--- src/rtl/sincos_pkg.sv ---
package sincos_pkg;

  localparam int SC_PHASE_W = 12;
  localparam int SC_ADDR_W  = 10;
  localparam int SC_AMP_W   = 8;

  localparam real SC_PI = 3.14159265358979323846;

  // Code for an address in the first half cycle: centre plus rounded-up
  // excursion, sampled half a step past the nominal phase.
  function automatic int half_code(int n, int addr_w, int amp_w);
    real theta;
    real excur;
    int  code;
    int  top;
    top   = (1 << amp_w) - 1;
    theta = 2.0 * SC_PI * (real'(n) + 0.5) / real'(1 << addr_w);
    excur = (real'(top) / 2.0) * $sin(theta);
    code  = (1 << (amp_w - 1)) + int'($ceil(excur));
    if (code > top) code = top;
    if (code < 0)   code = 0;
    return code;
  endfunction

  // Code for any address: the second half is the offset-binary negation.
  function automatic int full_code(int n, int addr_w, int amp_w);
    int half;
    half = 1 << (addr_w - 1);
    if (n < half) return half_code(n, addr_w, amp_w);
    return ((1 << amp_w) - 1) - half_code(n - half, addr_w, amp_w);
  endfunction

endpackage

--- src/rtl/sincos_rom.sv ---
module sincos_rom #(
  parameter int ADDR_W  = sincos_pkg::SC_ADDR_W,
  parameter int AMP_W   = sincos_pkg::SC_AMP_W,
  parameter bit QUARTER = 1'b1
) (
  input  logic [ADDR_W-1:0] addr_a_i,
  input  logic [ADDR_W-1:0] addr_b_i,
  output logic [AMP_W-1:0]  amp_a_o,
  output logic [AMP_W-1:0]  amp_b_o
);

  localparam int DEPTH = 1 << ADDR_W;
  localparam int QW    = ADDR_W - 2;
  localparam int QD    = 1 << QW;

  generate
    if (QUARTER) begin : g_quarter
      logic [AMP_W-1:0] qtab [QD];

      initial begin
        for (int k = 0; k < QD; k++) begin
          qtab[k] = AMP_W'(sincos_pkg::half_code(k, ADDR_W, AMP_W));
        end
      end

      function automatic logic [AMP_W-1:0] fold(logic [ADDR_W-1:0] a,
                                                logic [AMP_W-1:0] t [QD]);
        logic [1:0]       quad;
        logic [QW-1:0]    idx;
        logic [AMP_W-1:0] raw;
        quad = a[ADDR_W-1 -: 2];
        idx  = quad[0] ? ~a[QW-1:0] : a[QW-1:0];
        raw  = t[idx];
        return quad[1] ? ~raw : raw;
      endfunction

      assign amp_a_o = fold(addr_a_i, qtab);
      assign amp_b_o = fold(addr_b_i, qtab);
    end else begin : g_full
      logic [AMP_W-1:0] ftab [DEPTH];

      initial begin
        for (int n = 0; n < DEPTH; n++) begin
          ftab[n] = AMP_W'(sincos_pkg::full_code(n, ADDR_W, AMP_W));
        end
      end

      assign amp_a_o = ftab[addr_a_i];
      assign amp_b_o = ftab[addr_b_i];
    end
  endgenerate

endmodule

--- src/rtl/sincos_outmux.sv ---
module sincos_outmux #(
  parameter int PHASE_W = sincos_pkg::SC_PHASE_W,
  parameter int ADDR_W  = sincos_pkg::SC_ADDR_W,
  parameter int AMP_W   = sincos_pkg::SC_AMP_W
) (
  input  logic               clk,
  input  logic               rst,
  input  logic [PHASE_W-1:0] phase_i,
  input  logic               sel_a_i,
  input  logic               sel_b_i,
  input  logic [AMP_W-1:0]   amp_s_i,
  input  logic [AMP_W-1:0]   amp_c_i,
  output logic [AMP_W-1:0]   sin_o,
  output logic [AMP_W-1:0]   cos_o,
  output logic [ADDR_W-AMP_W-1:0] mid_o
);

  localparam int LOW_W = PHASE_W - ADDR_W;
  localparam int MID_W = ADDR_W - AMP_W;
  localparam int MID_T = PHASE_W - AMP_W - 1;

  logic [AMP_W-1:0] phase_rev;
  logic [AMP_W-1:0] cos_mix;

  generate
    for (genvar i = 0; i < AMP_W; i++) begin : g_rev
      assign phase_rev[i] = phase_i[PHASE_W-1-i];
    end
  endgenerate

  assign cos_mix = {amp_c_i[AMP_W-1:LOW_W], phase_i[LOW_W-1:0]};

  always_ff @(posedge clk) begin
    if (rst) begin
      sin_o <= '0;
      cos_o <= '0;
      mid_o <= '0;
    end else begin
      sin_o <= sel_a_i ? phase_rev : amp_s_i;
      cos_o <= sel_b_i ? amp_c_i : cos_mix;
      mid_o <= phase_i[MID_T -: MID_W];
    end
  end

endmodule

--- src/rtl/sincos_pac.sv ---
module sincos_pac #(
  parameter int PHASE_W = sincos_pkg::SC_PHASE_W,
  parameter int ADDR_W  = sincos_pkg::SC_ADDR_W,
  parameter int AMP_W   = sincos_pkg::SC_AMP_W,
  parameter bit QUARTER = 1'b1
) (
  input  logic               clk,
  input  logic               rst,
  input  logic [PHASE_W-1:0] phase_i,
  input  logic               sel_sin_phase_i,
  input  logic               sel_cos_full_i,
  output logic [AMP_W-1:0]   sin_o,
  output logic [AMP_W-1:0]   cos_o,
  output logic [ADDR_W-AMP_W-1:0] ph_mid_o
);

  localparam int                QTR_OFS  = 1 << (ADDR_W - 2);
  localparam logic [ADDR_W-1:0] QTR_STEP = ADDR_W'(QTR_OFS);

  // Named internal events for the checker.
  logic [ADDR_W-1:0] sin_addr;
  logic [ADDR_W-1:0] cos_addr;
  logic [AMP_W-1:0]  sin_amp;
  logic [AMP_W-1:0]  cos_amp;

  assign sin_addr = phase_i[PHASE_W-1 -: ADDR_W];
  assign cos_addr = sin_addr + QTR_STEP;

  sincos_rom #(
    .ADDR_W (ADDR_W),
    .AMP_W  (AMP_W),
    .QUARTER(QUARTER)
  ) rom_i (
    .addr_a_i(sin_addr),
    .addr_b_i(cos_addr),
    .amp_a_o (sin_amp),
    .amp_b_o (cos_amp)
  );

  sincos_outmux #(
    .PHASE_W(PHASE_W),
    .ADDR_W (ADDR_W),
    .AMP_W  (AMP_W)
  ) mux_i (
    .clk    (clk),
    .rst    (rst),
    .phase_i(phase_i),
    .sel_a_i(sel_sin_phase_i),
    .sel_b_i(sel_cos_full_i),
    .amp_s_i(sin_amp),
    .amp_c_i(cos_amp),
    .sin_o  (sin_o),
    .cos_o  (cos_o),
    .mid_o  (ph_mid_o)
  );

endmodule

--- config.mk ---
export PLATFORM = sky130hd
export DESIGN_NAME = sincos_pac
export DESIGN_NICKNAME = d
export VERILOG_FILES = /design/src/rtl/sincos_pkg.sv /design/src/rtl/sincos_rom.sv /design/src/rtl/sincos_outmux.sv /design/src/rtl/sincos_pac.sv
export SDC_FILE = /design/constraint.sdc
export NUM_CORES = 1
export LEC_CHECK = 0
export ABC_AREA = 1
export BUFFER_PORTS_ARGS = -buffer_cell sky130_fd_sc_hd__buf_2
export CAP_MARGIN = 25
export CORE_AREA = 2 2 98 100
export CTS_CLUSTER_DIAMETER = 100
export CTS_CLUSTER_SIZE = 12
export DETAILED_ROUTE_END_ITERATION = 6
export DIE_AREA = 0 0 100 102
export PLACE_DENSITY_LB_ADDON = 0.2
export SLEW_MARGIN = 0
export SYNTH_ARGS = -nofsm -noshare
export SYNTH_HDL_FRONTEND = slang
export SYNTH_SLANG_ARGS = --single-unit
export TNS_END_PERCENT = 5
--- constraint.sdc ---
create_clock -name clk -period 3.08 [get_ports clk]
set_input_delay 0.154 -clock clk [delete_from_list [all_inputs] [get_ports clk]]
set_output_delay 0.154 -clock clk [all_outputs]
set_load 0.1 [all_outputs]
==> impl_metrics.toml <==
[global_routing]
grt_max_degree = 35
grt_pass1_vias = 4281
antenna_found_initial = 0
grt-ovfl-total = 0
track_usage = 0.288
grt_pass1_wl_um = 23200

[layout]
layout-drive-gt1-share = 0.109
final_util = 0.431
multiInputGateArea_um2 = 2760
final_nets = 752
layout_common_cells = "nand2_1, nand3_1, inv_1"
fillers = 1022
fin_cells = 817
area_delta_synth_final_pct = 9.56
regArea_um2 = 360
stdcell_area_um2 = 3930
final_common_cell = "nand2_1"
n_antenna_cell = 0

[setup_path]
path_max_fanout = 12
worst_setup_path_start_kind = "input port"
crit_path_end_kind = "register"
required_ns = 3.22
critical_path_arrival_ns = 2.71
critPathKind = "input port to register"
cp_slowest_stage_delay_ns = 0.37
cpMostUsedCell = "nand2_1"
path_cells = "buf_2 -> inv_2 -> nand2_1 -> nand2_1 -> ha_1 -> inv_1 -> nand3_1 -> nand3_1 -> nand2_1 -> nand2_1 -> nand2_1 -> o21bai_1 -> nand2_1 -> nand2_1 -> a21oi_1 -> nor2_1 -> nor2_1"
path_delay_family = "simple AND/OR/NAND/NOR gates"
critPathSlowestCell = "nand2_1"
crit_buf_inv = 3

[logic_synthesis]
synthesis.instances = 679
synthesis.area_um2 = 3590
synth_seq_cells = 18
ys_seq_area_frac = 0.100
yosysTopAreaCell = "nand2_1"
synth_top_area_frac = 0.271
synth_edf_count = 0
async_reset_ff_frac = 0
yosysWarnings = 0
synth_area_per_cell_um2 = 5.28
synth-main-ff-cell = "dfxtp_1"
syn-num-nets = 723
synth_area_leaders = "nand2_1, nand3_1, dfxtp_1"
synth.distinct_cells = 34

[detailed_routing]
routed_via_density = 5.66
wl_per_cell_um = 17.8
drtIter0Drc = 423
antenna_left = 0
drc_errors = 0
drtPass1Iterations = 5
drt_wl_total_um = 14600
vias = 4624

[pwr]
irDropWorstVdd_v = 0.000212
power_mw = 1.49
p_leak_nw = 2.21
pwr_density_cell_nw_per_um2 = 379

[hold_path]
hold_depth = 3
hold-path-endpoint = "mux_i.cos_o[1]"
hold_path.class = "input port to register"
hp-start = "phase_i[1]"

[clocking]
cts_root_buffer = "clkbuf_8"
cts_resized = 0
htreeDepth = 1
clock-sinks = 18
cts_hold_buf = 0
cts_buffer_depth = 2
cts-buffers-inserted = 3
path_clk_slew_ns = 0.06
postCtsSetupRepairBufs = 0
tritoncts = "done"

[floorplan]
fp-row-count = 35
fp.coreArea_um2 = 9110
die_x_um = 100
die-area_um2 = 10200
io_pins = 34
start_util = 0.394
die_h_um = 102

[timing]
max_slew.worst_pin.slew_ns = 0.760
setup_ws_ns = 0.517
hold_viol = 0
fin_crit_ns = 2.56
fin_crit_sh = 0.832
setup_tns_ns = 0
setup_violations = 0
rsz0062_at_grt = "no"
timing.hold.ws_ns = 0.158
slew_viol_final = 0
fmax_mhz = 390
slew-limit-headroom = 0.491

[job]
drv_cap = 0

[place]
hpwl_um = 11000
port_buffers = 33
placed_area_um2 = 3890
dp.cells = 814
pre_cts_slack_ns = 0.326
gp_congestion = 1.02

[outcome]
status = "complete, no violations"
==> final cells by class <==
class | instances | area share
tap | 111 | 0.0354
sequential | 18 | 0.0917
inverter | 68 | 0.0650
multi-input combinational | 558 | 0.703
timing repair buffer | 59 | 0.0949
clock buffer | 3 | 0.0105
==> flip-flops by register name (all words and copies together) (netlist names) <==
name         count
mux_i.mid_o      2
mux_i.sin_o      8
mux_i.cos_o      8
==> metal layers <==
metal	part of all wire	up-vias	track usage
met4	0.029	0	0.0790
met3	0.086	43	0.0397
met1	0.43	2094	0.401
met2	0.45	246	0.469
li1	-	2241	-
met5	0	-	0
==> cell families after synthesis <==
family          Yosys count  share of synthesized area
buf+inv                 103                      0.130
fa+ha+maj                28                     0.0977
compound gates          102                      0.159
xor+xnor                 12                     0.0366
flops                    18                      0.100
simple gates            416                      0.477
==> power by group <==
part | leakage [nW] | internal, mW | switching, mW
Combinational | 2.04 | 0.282 | 0.782
Clock | 0.0216 | 0.0868 | 0.0738
Sequential | 0.150 | 0.258 | 0.00489
Total | 2.21 | 0.627 | 0.861
==> worst min-delay path, stage by stage <==
cell and delay (ns):
buf_2 0.07, o21ai_0 0.06, nor2_1 0.09
==> synth_stat cells, drive strengths merged, types with 5 or more instances <==
cell type / count
nand3: 78
ha: 28
buf: 30
clkbuf: 5
xnor2: 6
o21ai: 45
nor2: 62
inv: 67
a21oi: 35
nand2: 264
dfxtp: 18
nand4: 12
xor2: 6
o211ai: 7
==> how the worst max path moves through the flow <==
stage | cells after the start | end | startpoint
after global routing | 18 | mux_i.cos_o[1] | phase_i[10]
after detailed placement | 17 | mux_i.cos_o[1] | phase_i[10]
final | 17 | mux_i.cos_o[1] | phase_i[10]
after global placement | 17 | mux_i.cos_o[1] | phase_i[10]
after CTS | 17 | mux_i.cos_o[1] | phase_i[10]
after floorplan | 18 | mux_i.cos_o[0] | phase_i[10]
No activity file was read; power rests on OpenSTA's default activity.
